==> src/rtl/alu_pkg.sv <==
package alu_pkg;
  typedef enum logic [3:0] {
    OP_ADD  = 4'd0,
    OP_SUB  = 4'd1,
    OP_SLL  = 4'd2,
    OP_SLT  = 4'd3,
    OP_SLTU = 4'd4,
    OP_XOR  = 4'd5,
    OP_SRL  = 4'd6,
    OP_SRA  = 4'd7,
    OP_OR   = 4'd8,
    OP_AND  = 4'd9,
    OP_PASS = 4'd10
  } alu_op_e;
endpackage

==> src/rtl/alu_op_decode.sv <==
module alu_op_decode
  import alu_pkg::*;
(
  input  logic [2:0] fn3,
  input  logic       alt,
  input  logic       imm_form,
  input  logic       pass_b,
  output alu_op_e    op
);
  always_comb begin
    if (pass_b) begin
      op = OP_PASS;
    end else begin
      unique case (fn3)
        3'b000:  op = (alt && !imm_form) ? OP_SUB : OP_ADD;
        3'b001:  op = OP_SLL;
        3'b010:  op = OP_SLT;
        3'b011:  op = OP_SLTU;
        3'b100:  op = OP_XOR;
        3'b101:  op = alt ? OP_SRA : OP_SRL;
        3'b110:  op = OP_OR;
        default: op = OP_AND;
      endcase
    end
  end

  always_comb begin
    if (!pass_b && imm_form && fn3 == 3'b000)
      a_r3_imm_never_sub: assert (op == OP_ADD);
    if (pass_b)
      a_r10_pass_wins: assert (op == OP_PASS);
  end
endmodule

==> src/rtl/alu_addsub.sv <==
module alu_addsub #(
  parameter int W = 32
) (
  input  logic [W-1:0] a,
  input  logic [W-1:0] b,
  input  logic         sub,
  output logic [W-1:0] sum,
  output logic         lt_s,
  output logic         lt_u
);
  logic [W:0] wide;
  logic       carry;

  always_comb begin
    wide  = {1'b0, a} + {1'b0, b ^ {W{sub}}} + {{W{1'b0}}, sub};
    sum   = wide[W-1:0];
    carry = wide[W];
    lt_u  = ~carry;
    lt_s  = (a[W-1] ^ b[W-1]) ? a[W-1] : sum[W-1];
  end
endmodule

==> src/rtl/alu_shift.sv <==
module alu_shift #(
  parameter int W   = 32,
  localparam int SHW = $clog2(W)
) (
  input  logic [W-1:0]   a,
  input  logic [SHW-1:0] shamt,
  input  logic           left,
  input  logic           arith,
  output logic [W-1:0]   res
);
  logic [W-1:0] a_rev;
  logic [W-1:0] src;
  logic [W:0]   ext;
  logic [W-1:0] shr;
  logic [W-1:0] shr_rev;
  logic         fill;

  for (genvar i = 0; i < W; i++) begin : g_rev
    assign a_rev[i]   = a[W-1-i];
    assign shr_rev[i] = shr[W-1-i];
  end

  always_comb begin
    src  = left ? a_rev : a;
    fill = arith & ~left & a[W-1];
    ext  = $signed({fill, src}) >>> shamt;
    shr  = ext[W-1:0];
    res  = left ? shr_rev : shr;
  end
endmodule

==> src/rtl/rv_int_alu.sv <==
module rv_int_alu
  import alu_pkg::*;
#(
  parameter int XLEN = 32,
  localparam int SHW = $clog2(XLEN)
) (
  input  logic [XLEN-1:0] op_a,
  input  logic [XLEN-1:0] op_b,
  input  logic [2:0]      fn3,
  input  logic            alt,
  input  logic            imm_form,
  input  logic            pass_b,
  output logic [XLEN-1:0] result
);
  alu_op_e          op;
  logic [XLEN-1:0]  sum;
  logic [XLEN-1:0]  sh_res;
  logic             lt_s;
  logic             lt_u;
  logic             do_sub;

  alu_op_decode u_dec (
    .fn3      (fn3),
    .alt      (alt),
    .imm_form (imm_form),
    .pass_b   (pass_b),
    .op       (op)
  );

  assign do_sub = (op == OP_SUB) || (op == OP_SLT) || (op == OP_SLTU);

  alu_addsub #(.W(XLEN)) u_add (
    .a    (op_a),
    .b    (op_b),
    .sub  (do_sub),
    .sum  (sum),
    .lt_s (lt_s),
    .lt_u (lt_u)
  );

  alu_shift #(.W(XLEN)) u_sh (
    .a     (op_a),
    .shamt (op_b[SHW-1:0]),
    .left  (op == OP_SLL),
    .arith (op == OP_SRA),
    .res   (sh_res)
  );

  always_comb begin
    unique case (op)
      OP_ADD, OP_SUB:   result = sum;
      OP_SLT:           result = {{(XLEN-1){1'b0}}, lt_s};
      OP_SLTU:          result = {{(XLEN-1){1'b0}}, lt_u};
      OP_SLL, OP_SRL,
      OP_SRA:           result = sh_res;
      OP_XOR:           result = op_a ^ op_b;
      OP_OR:            result = op_a | op_b;
      OP_AND:           result = op_a & op_b;
      default:          result = op_b;
    endcase
  end

  always_comb begin
    if (op == OP_ADD)
      a_r1_add_inverse: assert (result - op_b == op_a);
    if (op == OP_SUB)
      a_r2_sub_inverse: assert (result + op_b == op_a);
    if (op == OP_SLT || op == OP_SLTU)
      a_r4_r5_bool_out: assert (result[XLEN-1:1] == '0);
    if (op == OP_SLTU)
      a_r5_unsigned_cmp: assert (result[0] == (op_a < op_b));
    if (op == OP_SLL && op_b[SHW-1:0] != '0)
      a_r7_low_zero: assert (result[0] == 1'b0);
    if (op == OP_SRA)
      a_r8_sign_fill: assert (result[XLEN-1] == op_a[XLEN-1]);
    if (op == OP_SRL && op_b[SHW-1:0] != '0)
      a_r8_zero_fill: assert (result[XLEN-1] == 1'b0);
    if (pass_b)
      a_r10_pass_out: assert (result == op_b);
  end
endmodule

==> config.mk <==
export PLATFORM = sky130hd
export DESIGN_NAME = rv_int_alu
export DESIGN_NICKNAME = d
export VERILOG_FILES = /design/src/rtl/alu_pkg.sv /design/src/rtl/alu_op_decode.sv /design/src/rtl/alu_addsub.sv /design/src/rtl/alu_shift.sv /design/src/rtl/rv_int_alu.sv
export SDC_FILE = /design/constraint.sdc
export NUM_CORES = 1
export LEC_CHECK = 0
export BUFFER_PORTS_ARGS = -buffer_cell sky130_fd_sc_hd__buf_2
export CAP_MARGIN = 5
export CORE_UTILIZATION = 60
export DETAILED_ROUTE_END_ITERATION = 8
export PLACE_DENSITY = 0.84
export SLEW_MARGIN = 10
export SYNTH_ARGS = -nofsm -noshare
export SYNTH_HDL_FRONTEND = slang
export SYNTH_SLANG_ARGS = --single-unit
==> constraint.sdc <==
create_clock -name vclk -period 6.2
set_input_delay 0.31 -clock vclk [all_inputs]
set_output_delay 0.31 -clock vclk [all_outputs]
set_load 0.02 [all_outputs]
**After elaboration in Yosys (flattened, before gate mapping)**

Cells that the tools add are included.

- Logic and storage cells: 43
- Input port bits: 70
- Output and inout port bits: 32
- Register bits after elaboration: 0

- Add/subtract/negate cells: 2
- Equality and inequality tests: 15
- Shifts and indexed selects: 1
- Bitwise logic cells: 9
- Muxes and demuxes: 8
- Reduce and logical (&&, ||, !) cells: 8

Operators with widths:

| kind | count |
|---|---|
| $pmux W32 S7 | 1 |
| $mux W32 | 2 |
| $xor A32 B32 Y32 | 2 |
| $add A32 B32 Y33 | 1 |
| $add A33 B1 Y33 | 1 |
| $sshr A33 B5 Y32 | 1 |
| $and A32 B32 Y32 | 1 |
| $or A32 B32 Y32 | 1 |
| $pmux W4 S7 | 1 |
| $eq A4 B3 Y1 const B | 4 |
| $eq A3 B3 Y1 const B | 3 |
| $eq A4 B2 Y1 const B | 2 |
| $eq A4 B4 Y1 const B | 2 |
| $eq A3 B2 Y1 const B | 2 |
| $eq A4 B1 Y1 const B | 1 |
| $logic_not A4 Y1 | 1 |
| $mux W4 | 1 |
| $eq A3 B1 Y1 const B | 1 |
| $logic_not A3 Y1 | 1 |
| $mux W1 | 3 |
| $reduce_or A3 Y1 | 1 |
| $and A1 B1 Y1 | 2 |
| $logic_or A1 B1 Y1 | 2 |
| $not A1 Y1 | 2 |
| other kinds (4) | 4 |

**Depth between registers and ports, before layout**

- Word-level depth: 13
- Gate-level depth with buffers: 16
- Gate-level depth less buffers: 14

**Hierarchy**

Synthesis repeated with hierarchy kept, for this count alone.

- Cells, all modules: 1,166
- Area total of the unflattened synthesis: 8,624.5 µm²

By module, submodules not included:

| module | seq. area each (µm²) | instances | area each (µm²) | cells each |
|---|---|---|---|---|
| alu_shift | 0.0 | 1 | 3,594.7 | 461 |
| rv_int_alu | 0.0 | 1 | 2,876.5 | 404 |
| alu_addsub | 0.0 | 1 | 2,073.2 | 288 |
| alu_op_decode | 0.0 | 1 | 80.1 | 13 |

**Worst setup path after synthesis**

No wires, ideal clock.

- Kind: input -> output
- From: input fn3[1]
- To: output result[0]
- Buffers on the path: 3
- Setup slack: 1.829 ns
- Stages on the path: 14
- Arrival: 4.061 ns
- Data required time: 5.890 ns
- Path through: clkbuf_1 -> o21ai_1 -> clkbuf_1 -> xnor2_1 -> ha_1 -> clkbuf_1 -> a21oi_1 -> o21ai_0 -> or4_1 -> a211oi_1 -> a21oi_1 -> a31oi_1 -> xor2_1 -> o41ai_1

- Cells in the longest elaborated chain, start to end: 11
- Elaborated cells between the ends (all ways): 35
- Classes of those cells: add/sub: 2; eq/ne: 15; shift: 1; mux: 6; bitwise: 5; reduce/logical: 6

RTL lines:

| item | line | source |
|---|---|---|
| start: declaration | rv_int_alu.sv:9 | `input logic [2:0] fn3,` |
| $eq A3 B3 Y1, or another cell as far along | alu_op_decode.sv:14 | `unique case (fn3)` |
| $pmux W4 S7 * | alu_op_decode.sv:14 |  |
| $mux W4 * | alu_op_decode.sv:11 | `if (pass_b) begin` |
| $eq A4 B1 Y1 or $eq A4 B2 Y1 (tied branches) | rv_int_alu.sv:30, rv_int_alu.sv:50 |  |
| $logic_or A1 B1 Y1 (2 in series) | rv_int_alu.sv:30 | `assign do_sub = (op == OP_SUB) \|\| (op == OP_SLT) \|\| (op == OP_SLTU);` |
| $xor A32 B32 Y32 | alu_addsub.sv:15 | `wide = {1'b0, a} + {1'b0, b ^ {W{sub}}} + {{W{1'b0}}, sub};` |
| $add A32 B32 Y33 | alu_addsub.sv:15 |  |
| $add A33 B1 Y33 | alu_addsub.sv:15 |  |
| $mux W1 or $not A1 Y1 (tied branches) | alu_addsub.sv:19, alu_addsub.sv:18 |  |
| $pmux W32 S7 * | rv_int_alu.sv:50 | `unique case (op)` |
| end: declaration | rv_int_alu.sv:13 | `output logic [XLEN-1:0] result` |

Every way passes the cells marked *; elsewhere a longest branch is shown, timed or not.

**Worst setup path in the final report**

- From: input fn3[0]
- To: output result[0]

The elaborated chain is that of the path after synthesis.

==> results.cfg <==
[drt]
vias = 7733
route.detailed.wl_per_inst_um = 22.86
drt_iter0_markers = 915
drc_errors = 0
vias_per_cell = 7.082
ant_nets = 0
wirelength_mm = 24.97
first_pass_iters = 6

[cells_and_area]
multi_input_area_um2 = 5998
fillCellCount = 1024
n_clock_buffer = 0
final_area_um2 = 7032
seq_cells = 0
diodes = 0
seq_area_um2 = 0
num-nets-final = 1124
area_growth_pct = 7.890
final_cell_mix = buf_2 (102), ha_1 (95), a21oi_1 (88)
drive_above_1_share = 0.1506
final_common_cell = buf_2

[placed_design]
place_congestion = 1.053
placed_area_um2 = 7032
io_buffer_count = 102
place_hpwl_mm = 19.32

[worst_hold_path]
hold_path_class = in2out
hold_depth = 4

[synthesis]
synth_nets = 1078
yosysUniqueCellTypes = 63
syn_avg_cell_area_um2 = 7.146
synth_cells = 912
syn_area_um2 = 6518
synth_top_area_frac = 0.1824
synth_top_cell_by_area = ha_1
ys_seq_area_frac = 0
yosys_warnings = 0
synthTopCellsByArea = ha_1 (18%), mux2i_1 (13%), xnor2_1 (7.0%)

[floorplanning]
io_pins = 102
initial_core_util = 0.6257
rows = 37
die_area_um2 = 11280
fp.dieH_um = 106.2
core_area_um2 = 10420
fp.dieW_um = 106.2

[global_routing]
grt_max_degree = 62
antenna_found_initial = 0
grt_first_pass_wirelength_mm = 38.93
grt_pass1_vias = 7144
grt-ovfl-total = 0
track_usage = 0.4360

[pwr]
cellPowerDensity_nw_per_um2 = 102.5
irDropWorstVdd_mv = 0.06019
p_leak_nw = 3.208

[worst_setup_path]
endpoint = result[0]
cp.required_ps = 5890
path_max_fanout = 18
arrival_ps = 4750
path_class = in2out
cp-start-kind = input port
critPathCaptureType = primary output
startpoint = fn3[0]

[sta]
final-hold-violation-count = 0
rsz0062_at_grt = false
fmax_mhz = 197.8
relSlewSlack = 0.3587
setup_violations = 0
maxSlewViolCount = 0
tns_ps = 0
period_minus_slack_ps = 5056
worst_pin_slew_ps = 960.9
whs_ps = 1012
period_share = 0.8155

[job]
maxCapViolCount = 0

[outcome]
status = finished clean

[clock_tree]
cts_setup_buffers = 0
postCtsResizedCells = 0
cts_hold_buf = 0
-- synthesized netlist by cell type, types with 10 or more instances --
master and count:
o22ai_1 11, buf_1 10, a31oi_1 12, mux4_2 18
nor2_1 57, o211ai_1 17, a221oi_1 35, clkbuf_1 50
xnor2_1 52, inv_1 71, nor3_1 10, mux2i_1 82
ha_1 95, a21o_1 12, a211oi_1 11, nand2_1 70
o221ai_1 10, o21ai_0 66, a21oi_1 88
-- worst min-delay path by stage --
stage | from | to | slack, ps
final | op_b[22] | result[22] | 1010
after global routing | op_b[7] | result[7] | 1040
after CTS | op_b[22] | result[22] | 1010
after detailed placement | op_b[22] | result[22] | 1010
after global placement | op_b[14] | result[14] | 1010
after floorplan | op_b[21] | result[21] | 800
-- per-stage QoR --
stage / cells / setup WS, ps / utilization / power (mW)
after global placement: 1092 / 1382 / 0.6751 / 0.6895
after CTS: 1092 / 1268 / 0.6751 / 0.6978
after floorplan: 912 / 1829 / - / 0.4903
after detailed placement: 1092 / 1280 / 0.6751 / 0.6938
after global routing: 1092 / 803.9 / 0.6751 / 0.7735
final: 1092 / 1144 / 0.6751 / 0.7207
-- kinds of logic (layout without fill, tap and decap cells) --
logic type | after synthesis | in the layout | share of synthesized area
buf+inv | 142 | 186 | 0.08466
xor+xnor | 59 | 59 | 0.07929
compound gates | 318 | 318 | 0.3162
simple gates | 192 | 192 | 0.1376
mux | 105 | 105 | 0.1968
fa+ha+maj | 96 | 96 | 0.1854
-- worst max-delay path, cell delays in order --
cell,delay [ps]
buf_2,230
nor3b_1,140
o21ai_4,700
buf_4,390
xnor2_1,160
ha_1,290
a21oi_1,260
o21ai_0,150
or4_1,560
a211oi_1,520
a21oi_1,210
a31oi_1,240
xor2_1,110
o41ai_1,230
buf_2,210
-- where the power goes --
part / switching, mW / total, mW / internal (mW)
sequential: 0 / 0 / 0
clock: 0 / 0 / 0
combinational: 0.451 / 0.721 / 0.269
-- area by class of cell --
class / count / share of cell area
Tap cell: 136 / 0.02420
Inverter: 74 / 0.03950
Multi-Input combinational cell: 770 / 0.8530
Timing Repair Buffer: 112 / 0.08327
-- layer usage --
layer / up-vias / track usage / wire [µm]
met3: 93 / 0.1030 / 3490
met5: - / 0 / 0
met1: 3579 / 0.5759 / 9661
met2: 558 / 0.6874 / 10790
li1: 3503 / - / -
met4: 0 / 0.1548 / 1023
(Power assumes the default switching activity.)
